$ cat src/rtl/ssc_trailer_dec.sv
module ssc_trailer_dec #(
  parameter int SUM_W = 16
) (
  input  logic             clk,
  input  logic             rst,
  input  logic             clr,
  input  logic             shift,
  input  logic [3:0]       nib,
  input  logic             nib_ok,
  input  logic [SUM_W-1:0] ref_sum,
  output logic             last,
  output logic             pass_next
);
  localparam int DIGITS = SUM_W / 4;
  localparam int CNT_W  = $clog2(DIGITS + 1);
  localparam int HELD_W = SUM_W - 4;

  logic [HELD_W-1:0] held;
  logic [CNT_W-1:0]  cnt;
  logic              bad;

  assign last      = (cnt == CNT_W'(DIGITS - 1));
  assign pass_next = !bad && nib_ok && ({held, nib} == ref_sum);

  always_ff @(posedge clk) begin
    if (rst || clr) begin
      held <= '0;
      cnt  <= '0;
      bad  <= 1'b0;
    end else if (shift) begin
      held <= {held[HELD_W-5:0], nib};
      bad  <= bad | !nib_ok;
      cnt  <= last ? '0 : cnt + 1'b1;
    end
  end

  a_r6_bad_sticky: assert property (@(posedge clk) disable iff (rst)
    (shift && !nib_ok && !last && !clr) |=> bad);
  a_r4_count_bound: assert property (@(posedge clk) disable iff (rst)
    cnt < CNT_W'(DIGITS));
endmodule

$ cat config.mk
export PLATFORM = sky130hd
export DESIGN_NAME = ssc_trailer_dec
export DESIGN_NICKNAME = d
export VERILOG_FILES = /design/src/rtl/ssc_trailer_dec.sv
export SDC_FILE = /design/constraint.sdc
export NUM_CORES = 1
export LEC_CHECK = 0
export ABC_AREA = 1
export BUFFER_PORTS_ARGS = -buffer_cell sky130_fd_sc_hd__buf_2
export CAP_MARGIN = 20
export CELL_PAD_IN_SITES_DETAIL_PLACEMENT = 1
export CELL_PAD_IN_SITES_GLOBAL_PLACEMENT = 2
export CORE_MARGIN = 2
export CORE_UTILIZATION = 28
export CTS_BUF_LIST = sky130_fd_sc_hd__clkbuf_4 sky130_fd_sc_hd__clkbuf_8 sky130_fd_sc_hd__clkbuf_16
export CTS_CLUSTER_DIAMETER = 100
export DETAILED_ROUTE_END_ITERATION = 10
export PLACE_DENSITY_LB_ADDON = 0.2
export SLEW_MARGIN = 20
export SYNTH_ARGS = -nofsm -noshare
export SYNTH_HDL_FRONTEND = slang
export SYNTH_SLANG_ARGS = --single-unit
$ cat constraint.sdc
create_clock -name clk -period 2.7 [get_ports clk]
set_input_delay 0.27 -clock clk [delete_from_list [all_inputs] [get_ports clk]]
set_output_delay 0.27 -clock clk [all_outputs]
set_load 0.03 [all_outputs]
==> flow_summary.toml <==
[status]
status = "completed"

[sta]
skew_ns = 0.00218
worst_slack_ns = 1.03
final.setup.tns_ns = 0
tightest_slew_ns = 0.692
setup_viol = 0
finalCritPeriodShare_pct = 61.7
fmax_mhz = 600
slew_viol_final = 0
max-slew-margin-rel_pct = 53.8
finalHoldWorstSlack_ns = 0.267
rsz0062_at_grt = "false"
min_period_ns = 1.67
finalHoldViolations = 0

[floorplanning]
ioPinCount = 27
core_mm2 = 0.00308
rows = 20
dieArea_mm2 = 0.00375
floorplan.initialDensity_pct = 29.8
fp.dieW_um = 61.3
die_h_um = 61.3

[power]
p_leak_nw = 0.541
vdd_drop_max_uv = 322
power.density_mw_per_mm2 = 445

[synth]
ys_top_cells_by_count = "nand2_1 (40), inv_1 (28), nor2_1 (21)"
synthTopCellsByArea = "dfxtp_1 (35%), nand2_1 (16%), inv_1 (11%)"
ys_seq_area_share_pct = 34.9
ys_types = 17
synth.ff_latch_count = 16
synth_compound_area_share_pct = 18.7
yosys_warnings = 0
netlist_instances = 139
synth_top_family_by_area = "simple AND/OR/NAND/NOR gates"
ys_async_sr_fraction_pct = 0
yosys.area_share.xor_xnor_pct = 1.91
synthAdderAreaFrac_pct = 1.36
ys.flop_type = "dfxtp_1"
synthMuxAreaShare_pct = 0
avgSynthCellArea_um2 = 6.61
synth_nets = 165
synth_top_area_cell = "dfxtp_1"
yosysMostFrequentCell = "nand2_1"
synthSimpleGateAreaFrac_pct = 27.2
yosys.area.top_type_share_pct = 34.9
netlist_area_um2 = 918
synth_edf_count = 0

[placement]
post-place-ws_ns = 1.30
gp_congestion = 0.727
io_buffers = 26
hpwl_um = 1760

[global_routing]
gr-total-overflow = 0
grt_pass1_wl_um = 3660
antenna_found_initial = 0
grt_pass1_vias = 902
grt_max_degree = 26
grt_util_all_layers_pct = 13.6

[cts]
cts_tree = "yes"
holdBufCountCts = 0
cts_buffer_depth = 2
cts_sinks = 16
cts_buffers = 3
post_cts_buffers = 0
clockRootBuffer = "clkbuf_4"
htreeDepth = 1
clkTransAtPathRegs_ns = 0.10
ctsResizeCount = 0
clock_latency_ns = 0.29

[cells_and_area]
drive_above_1_share_pct = 22.0
diodes = 0
finish.utilization_pct = 35.7
nNetsFinal = 191
nFillCells = 413
syn_to_final_growth_pct = 19.6

[critical_path]
endpoint_kind = "primary output"
path_max_fanout = 3
critPathSlowestCell = "dfxtp_1"
cp.arrival_ns = 1.40
cpPeakStageDelay_ns = 0.33
worst_path_most_repeated_cell = "nor2_1"
crit_type = "reg -> out"
cp.required_ns = 2.43
critPathLaunchType = "flip-flop"
critical_path.top_delay_family = "simple AND/OR/NAND/NOR gates"
path_cells = "inv_1, nor2_1, nor2_1, nand2_1, nor2_1, nand3_1, nor2_1, buf_2"
path_buf_inv = 2

[routing]
vias = 921
drt_iter0_markers = 17
drt_pass1_iterations = 2
viasPerCell = 4.43
avgRoutedWirePerCell_um = 10.5
wirelength_um = 2180
drc_errors = 0
antenna_left = 0

[run]
cap_violations = 0

[hold_path]
min_path_type = "in -> reg"
## cell usage in the layout, fill, tap and decap left out
cell      count
ha_1          1
clkbuf_8      1
or2_1         1
o21ai_0       4
a211oi_1      6
o22ai_1       1
nand2_1      40
xor2_1        1
clkbuf_4      3
inv_1        28
nand3_1       3
a21oi_1       5
a211oi_2      6
nor2_1       21
dfxtp_1      16
xnor2_1       1
buf_2        26
## flip-flops by register name (all words and copies together), names as in the netlist
signal and flops:
bad 1, cnt 3, held 12
## stage by stage
stage | instances | power [mW] | instance area [um^2]
floorplan | 139 | 0.307 | 918
global placement | 204 | 0.330 | 1060
detailed placement | 204 | 0.334 | 1060
CTS | 208 | 0.502 | 1100
global route | 208 | 0.524 | 1100
finish | 208 | 0.489 | 1100
## kinds of logic after synthesis
family | Yosys count
compound gates | 22
xor+xnor | 2
fa+ha+maj | 1
buf+inv | 33
flops | 16
simple gates | 65
## cell type report
class                           instances  area [um^2]  area share, %
Clock buffer                            4         36.3           3.30
Sequential cell                        16          320           29.2
Multi-Input combinational cell         90          452           41.1
Inverter                               28          105           9.57
Timing Repair Buffer                   26          130           11.8
Tap cell                               44         55.1           5.01
## power by group
group | internal [mW] | total (mW) | switching (mW)
Combinational | 0.0327 | 0.0774 | 0.0447
Sequential | 0.243 | 0.249 | 0.00537
Clock | 0.0821 | 0.163 | 0.0808
Total | 0.358 | 0.489 | 0.131
## routing by layer
| layer | track usage, % | wire (um) | vias to the layer above |
|---|---|---|---|
| met3 | 4.83 | 99 | 2 |
| li1 | - | - | 476 |
| met4 | 2.80 | 14 | 0 |
| met2 | 25.1 | 1180 | 15 |
| met5 | 0 | 0 | - |
| met1 | 14.8 | 891 | 428 |
## worst register-to-register path, stage by stage (launching register included)
cell and delay, ns:
dfxtp_1 0.34, ha_1 0.22, nand2_1 0.11, a21oi_1 0.07, a211oi_1 0.21
## final timing paths
kind            from  cells past startpoint  slack [ns]        end
min reg2reg   cnt[2]                      2        0.45     cnt[2]
min           nib_ok                      4        0.27        bad
max reg2reg   cnt[0]                      4        1.66     cnt[0]
max          held[3]                      8        1.03  pass_next
(Power assumes the default switching activity.)
